[src/rtl/nrzi_dec_pkg.sv]
package nrzi_dec_pkg;

  typedef enum logic [1:0] {
    LS_J   = 2'b00,
    LS_K   = 2'b01,
    LS_SE0 = 2'b10,
    LS_SE1 = 2'b11
  } line_sym_e;

  // NRZI: no transition means 1, a transition means 0
  function automatic logic nrzi_bit(input line_sym_e cur, input line_sym_e prv);
    return (cur == prv);
  endfunction

  function automatic logic is_data_sym(input line_sym_e s);
    return (s == LS_J) || (s == LS_K);
  endfunction

endpackage

[src/rtl/nrzi_line_track.sv]
module nrzi_line_track
  import nrzi_dec_pkg::*;
(
  input  logic      clk,
  input  logic      rst_n,
  input  logic      pkt_start,
  input  logic      sym_valid,
  input  line_sym_e sym_code,
  output line_sym_e prev_eff,
  output logic      data_sym,
  output logic      eop_done,
  output logic      in_eop_q
);

  line_sym_e prev_q;
  logic      last_se0_q;
  logic      in_eop_eff;
  logic      last_se0_eff;

  always_comb begin
    prev_eff     = pkt_start ? LS_J : prev_q;
    in_eop_eff   = in_eop_q & ~pkt_start;
    last_se0_eff = last_se0_q & ~pkt_start;
    data_sym     = sym_valid && is_data_sym(sym_code) && !in_eop_eff;
    eop_done     = sym_valid && (sym_code == LS_J) && last_se0_eff;
  end

  always_ff @(posedge clk) begin
    if (!rst_n) begin
      prev_q     <= LS_J;
      in_eop_q   <= 1'b0;
      last_se0_q <= 1'b0;
    end else begin
      if (eop_done)      prev_q <= LS_J;
      else if (data_sym) prev_q <= sym_code;
      else               prev_q <= prev_eff;

      if (sym_valid && sym_code == LS_SE0) in_eop_q <= 1'b1;
      else if (eop_done)                   in_eop_q <= 1'b0;
      else                                 in_eop_q <= in_eop_eff;

      last_se0_q <= sym_valid ? (sym_code == LS_SE0) : last_se0_eff;
    end
  end

endmodule

[src/rtl/nrzi_run_count.sv]
module nrzi_run_count #(
  parameter int STUFF_RUN = 6,
  parameter int CW        = $clog2(STUFF_RUN + 2)
) (
  input  logic          clk,
  input  logic          rst_n,
  input  logic          clr_now,
  input  logic          clr_after,
  input  logic          data_sym,
  input  logic          one_bit,
  output logic          is_stuff,
  output logic [CW-1:0] run_q
);

  localparam logic [CW-1:0] RUN_LIM = CW'(STUFF_RUN);
  localparam logic [CW-1:0] RUN_SAT = CW'(STUFF_RUN + 1);

  logic [CW-1:0] run_eff;
  logic [CW-1:0] run_nxt;

  always_comb begin
    run_eff  = clr_now ? '0 : run_q;
    is_stuff = data_sym && !one_bit && (run_eff == RUN_LIM);
    if (clr_after)
      run_nxt = '0;
    else if (data_sym)
      run_nxt = one_bit ? ((run_eff == RUN_SAT) ? RUN_SAT : run_eff + 1'b1) : '0;
    else
      run_nxt = run_eff;
  end

  always_ff @(posedge clk) begin
    if (!rst_n) run_q <= '0;
    else        run_q <= run_nxt;
  end

endmodule

[src/rtl/nrzi_bit_out.sv]
module nrzi_bit_out (
  input  logic clk,
  input  logic rst_n,
  input  logic keep_bit,
  input  logic bit_in,
  input  logic drop_bit,
  output logic bit_valid,
  output logic bit_data,
  output logic stuff_drop
);

  always_ff @(posedge clk) begin
    if (!rst_n) begin
      bit_valid  <= 1'b0;
      bit_data   <= 1'b0;
      stuff_drop <= 1'b0;
    end else begin
      bit_valid  <= keep_bit;
      bit_data   <= keep_bit & bit_in;
      stuff_drop <= drop_bit;
    end
  end

endmodule

[src/rtl/nrzi_destuff_dec.sv]
module nrzi_destuff_dec
  import nrzi_dec_pkg::*;
#(
  parameter int STUFF_RUN = 6
) (
  input  logic       clk,
  input  logic       rst_n,
  input  logic       pkt_start,
  input  logic       sym_valid,
  input  logic [1:0] sym_code,
  output logic       bit_valid,
  output logic       bit_data,
  output logic       stuff_drop
);

  localparam int CW = $clog2(STUFF_RUN + 2);

  line_sym_e     cur_sym;
  line_sym_e     prev_eff;
  logic          data_sym;
  logic          eop_done;
  logic          in_eop_q;
  logic          one_bit;
  logic          is_stuff;
  logic          keep_bit;
  logic [CW-1:0] run_q;

  assign cur_sym  = line_sym_e'(sym_code);
  assign one_bit  = nrzi_bit(cur_sym, prev_eff);
  assign keep_bit = data_sym && !is_stuff;

  nrzi_line_track u_track (
    .clk       (clk),
    .rst_n     (rst_n),
    .pkt_start (pkt_start),
    .sym_valid (sym_valid),
    .sym_code  (cur_sym),
    .prev_eff  (prev_eff),
    .data_sym  (data_sym),
    .eop_done  (eop_done),
    .in_eop_q  (in_eop_q)
  );

  nrzi_run_count #(.STUFF_RUN(STUFF_RUN), .CW(CW)) u_run (
    .clk       (clk),
    .rst_n     (rst_n),
    .clr_now   (pkt_start),
    .clr_after (eop_done),
    .data_sym  (data_sym),
    .one_bit   (one_bit),
    .is_stuff  (is_stuff),
    .run_q     (run_q)
  );

  nrzi_bit_out u_out (
    .clk        (clk),
    .rst_n      (rst_n),
    .keep_bit   (keep_bit),
    .bit_in     (one_bit),
    .drop_bit   (is_stuff),
    .bit_valid  (bit_valid),
    .bit_data   (bit_data),
    .stuff_drop (stuff_drop)
  );

endmodule

[config.mk]
export PLATFORM = sky130hd
export DESIGN_NAME = nrzi_destuff_dec
export DESIGN_NICKNAME = d
export VERILOG_FILES = /design/src/rtl/nrzi_dec_pkg.sv /design/src/rtl/nrzi_line_track.sv /design/src/rtl/nrzi_run_count.sv /design/src/rtl/nrzi_bit_out.sv /design/src/rtl/nrzi_destuff_dec.sv
export SDC_FILE = /design/constraint.sdc
export NUM_CORES = 1
export LEC_CHECK = 0
export BUFFER_PORTS_ARGS = -buffer_cell sky130_fd_sc_hd__buf_2
export CAP_MARGIN = 20
export CORE_AREA = 2 2 39 41
export DETAILED_ROUTE_END_ITERATION = 6
export DIE_AREA = 0 0 41 43
export MAX_ROUTING_LAYER = met4
export SLEW_MARGIN = 20
export SYNTH_ARGS = -nofsm -noshare
export SYNTH_HDL_FRONTEND = slang
export SYNTH_SLANG_ARGS = --single-unit
[constraint.sdc]
create_clock -name clk -period 2.92 [get_ports clk]
set_clock_uncertainty 0.1 [all_clocks]
set_input_delay 0.292 -clock clk [delete_from_list [all_inputs] [get_ports clk]]
set_output_delay 0.292 -clock clk [all_outputs]
set_load 0.02 [all_outputs]
==> flow_metrics.env <==
export IMPL_drt_wl_total_um=897
export IMPL_fmaxAchievable_ghz=0.690
export IMPL_via_per_inst=5.05
export IMPL_die_area_um2=1760
export IMPL_drv_slew=0
export IMPL_yosysSeqAreaShare=0.408
export IMPL_grt_overflow=0
export IMPL_synth_top_family_by_area="simple AND/OR/NAND/NOR gates"
export IMPL_crit_family="compound AO/OA/AOI/OAI gates"
export IMPL_ant_nets=0
export IMPL_worst_setup_path_start_kind="flip-flop"
export IMPL_cp_required_ns=3.00
export IMPL_ir_drop_uv=306
export IMPL_grt_pass1_wl_um=1620
export IMPL_drive_gt1_frac=0.266
export IMPL_worstSetupPathType="flip-flop to flip-flop"
export IMPL_crit_path_cell_trace="nor4bb_1, a31oi_1, o32a_2, a221oi_2"
export IMPL_num_vias=404
export IMPL_path_clk_slew_ns=0.07
export IMPL_muxShareOfSynthArea=0
export IMPL_max_stage_delay_ns=0.37
export IMPL_syn_to_final_growth_pct=19.6
export IMPL_clk_path_buf_depth=2
export IMPL_fin_tns_setup_ns=0
export IMPL_crit_start="u_track.prev_q[1]"
export IMPL_final_common_cell="dfxtp_1"
export IMPL_maxSlewHeadroom=0.745
export IMPL_synth_seq_cells=10
export IMPL_post_route_min_period_ns=1.45
export IMPL_grt_pass1_vias=392
export IMPL_reg2reg_from="u_track.prev_q[1]"
export IMPL_clock_sinks=10
export IMPL_io_pins=9
export IMPL_drt_initial_drc_count=4
export IMPL_worstHoldStart="rst_n"
export IMPL_setup_violations=0
export IMPL_clock_latency_ns=0.26
export IMPL_critPathMaxFanout=6
export IMPL_die_y_um=43
export IMPL_crit_path_end_kind="flip-flop"
export IMPL_antenna_found_initial=0
export IMPL_cts_tree="built"
export IMPL_coreArea_um2=1380
export IMPL_hold_path_class="input pin to flip-flop"
export IMPL_grt_usage=0.140
export IMPL_synth_area_um2=490
export IMPL_rsz0062_at_grt="no"
export IMPL_crit_slowest_cell="dfxtp_1"
export IMPL_syn_inst=52
export IMPL_maxCapViolCount=0
export IMPL_h_tree_depth=1
export IMPL_start_util=0.354
export IMPL_cts_hold_buffers=0
export IMPL_synth_compound_area_share=0.219
export IMPL_yosysTopAreaCell="dfxtp_1"
export IMPL_fin_util=0.424
export IMPL_placement_io_buffers=8
export IMPL_crit_arrival_ns=1.53
export IMPL_reg2reg_slack_ns=1.47
export IMPL_antenna_cells=0
export IMPL_postCtsSetupRepairBufs=0
export IMPL_grt_max_degree=10
export IMPL_numCtsBuffers=3
export IMPL_tightestPinTransition_ns=0.382
export IMPL_status="finished clean"
export IMPL_rows=14
export IMPL_synth_xor_xnor_area_share=0.0179
export IMPL_layout_cells_most_common_list="dfxtp_1 (10), buf_2 (8), a21oi_1 (5)"
export IMPL_post_route_period_util=0.496
export IMPL_synth_cell_types=25
export IMPL_cts_root_buf="clkbuf_4"
export IMPL_power_leakage_nw=0.222
export IMPL_drc_errors=0
export IMPL_synth_adder_area_share=0.0510
export IMPL_yosys_area_top_type_share=0.408
export IMPL_die_w_um=41
export IMPL_cts_resized=0
export IMPL_synthesis_nets=60
export IMPL_wl_per_cell_um=11.2
export IMPL_hpwl_um=706
export IMPL_drtPass1Iterations=2
export IMPL_ys_top_cells_by_area="dfxtp_1 (41%), a21oi_1 (5.1%), ha_1 (5.1%)"
export IMPL_p_per_area_nw_per_um2=492
export IMPL_hold_violations=0
export IMPL_avgSynthCellArea_um2=9.43
export IMPL_fin_nets=73
export IMPL_critPathBufInv=0
export IMPL_yosys_warnings=0
export IMPL_yosys_area_share_simple=0.281
export IMPL_place_gp_congestion=0.755
where the power goes:
group | switching, mW | leakage, nW | internal [mW] | total (mW)
combinational | 0.0161 | 0.120 | 0.0100 | 0.0261
sequential | 0.00136 | 0.0811 | 0.139 | 0.140
clock | 0.0469 | 0.0210 | 0.0757 | 0.123
final timing paths:
path / to / depth (start not counted)
setup / recovery: u_run.run_q[2] / 4
hold reg to reg: u_track.in_eop_q / 2
setup reg to reg: u_run.run_q[2] / 4
hold / removal: u_track.last_se0_q / 2
metrics by stage:
| step | cells | instance area, µm² | setup slack (ns) | power, mW | hold WS (ns) |
|---|---|---|---|---|---|
| final | 80 | 587 | 1.47 | 0.289 | 0.203 |
| after global routing | 80 | 587 | 1.32 | 0.307 | 0.207 |
| after CTS | 80 | 587 | 1.47 | 0.294 | 0.202 |
| after detailed placement | 76 | 551 | 1.32 | 0.170 | 0.412 |
| after global placement | 76 | 551 | 1.34 | 0.169 | 0.415 |
| after floorplan | 52 | 490 | 1.60 | 0.158 | 0.269 |
worst register-to-register path, delay by kind of cell, from the launching register on:
| family | cells | cell delay, ns |
|---|---|---|
| AO/OA/AOI/OAI | 3 | 0.60 |
| flip-flops | 1 | 0.37 |
| AND/OR/NAND/NOR | 1 | 0.31 |
final cells by class:
class	count	area [µm²]
Tap cell	16	20.0
Clock buffer	4	36.3
Inverter	3	11.3
Multi-Input combinational cell	39	279
Timing Repair Buffer	8	40.0
Fill cell	154	797
Sequential cell	10	200
flip-flops by register name (all words and copies together), names as in the netlist:
signal,flops
u_track.last_se0_q,1
u_track.in_eop_q,1
u_out.bit_valid,1
u_out.stuff_drop,1
u_out.bit_data,1
u_run.run_q,3
u_track.prev_q,2
kinds of logic after synthesis:
family | Yosys count
adders and majority gates | 2
DFF | 10
buffers and inverters | 3
and+or+nand+nor | 23
AOI/OAI and AO/OA | 13
xor gates and xnor gates | 1
routing by layer:
layer	GRT usage	vias to the layer above	share of wire
li1	-	213	-
met1	0.168	183	0.44
met2	0.197	8	0.49
met3	0.0785	0	0.065
met4	0.0400	0	0
met5	-	-	0
cells in the mapped netlist:
cell type,count
inv_1,3
nand3b_1,1
a21oi_1,5
and2_1,2
nor4b_1,1
or3_1,2
a21oi_2,1
o22ai_1,1
nor2b_1,3
xnor2_1,1
o32ai_1,1
dfxtp_1,10
nand2b_1,3
nor2_1,3
nor4bb_1,1
o21ai_0,1
nand2b_2,1
a221oi_2,1
a31oi_1,1
ha_1,2
nand3_1,1
o31ai_4,1
nand2_1,4
and4_1,1
o32a_2,1
Note: power is estimated with default switching activity, not from simulation.
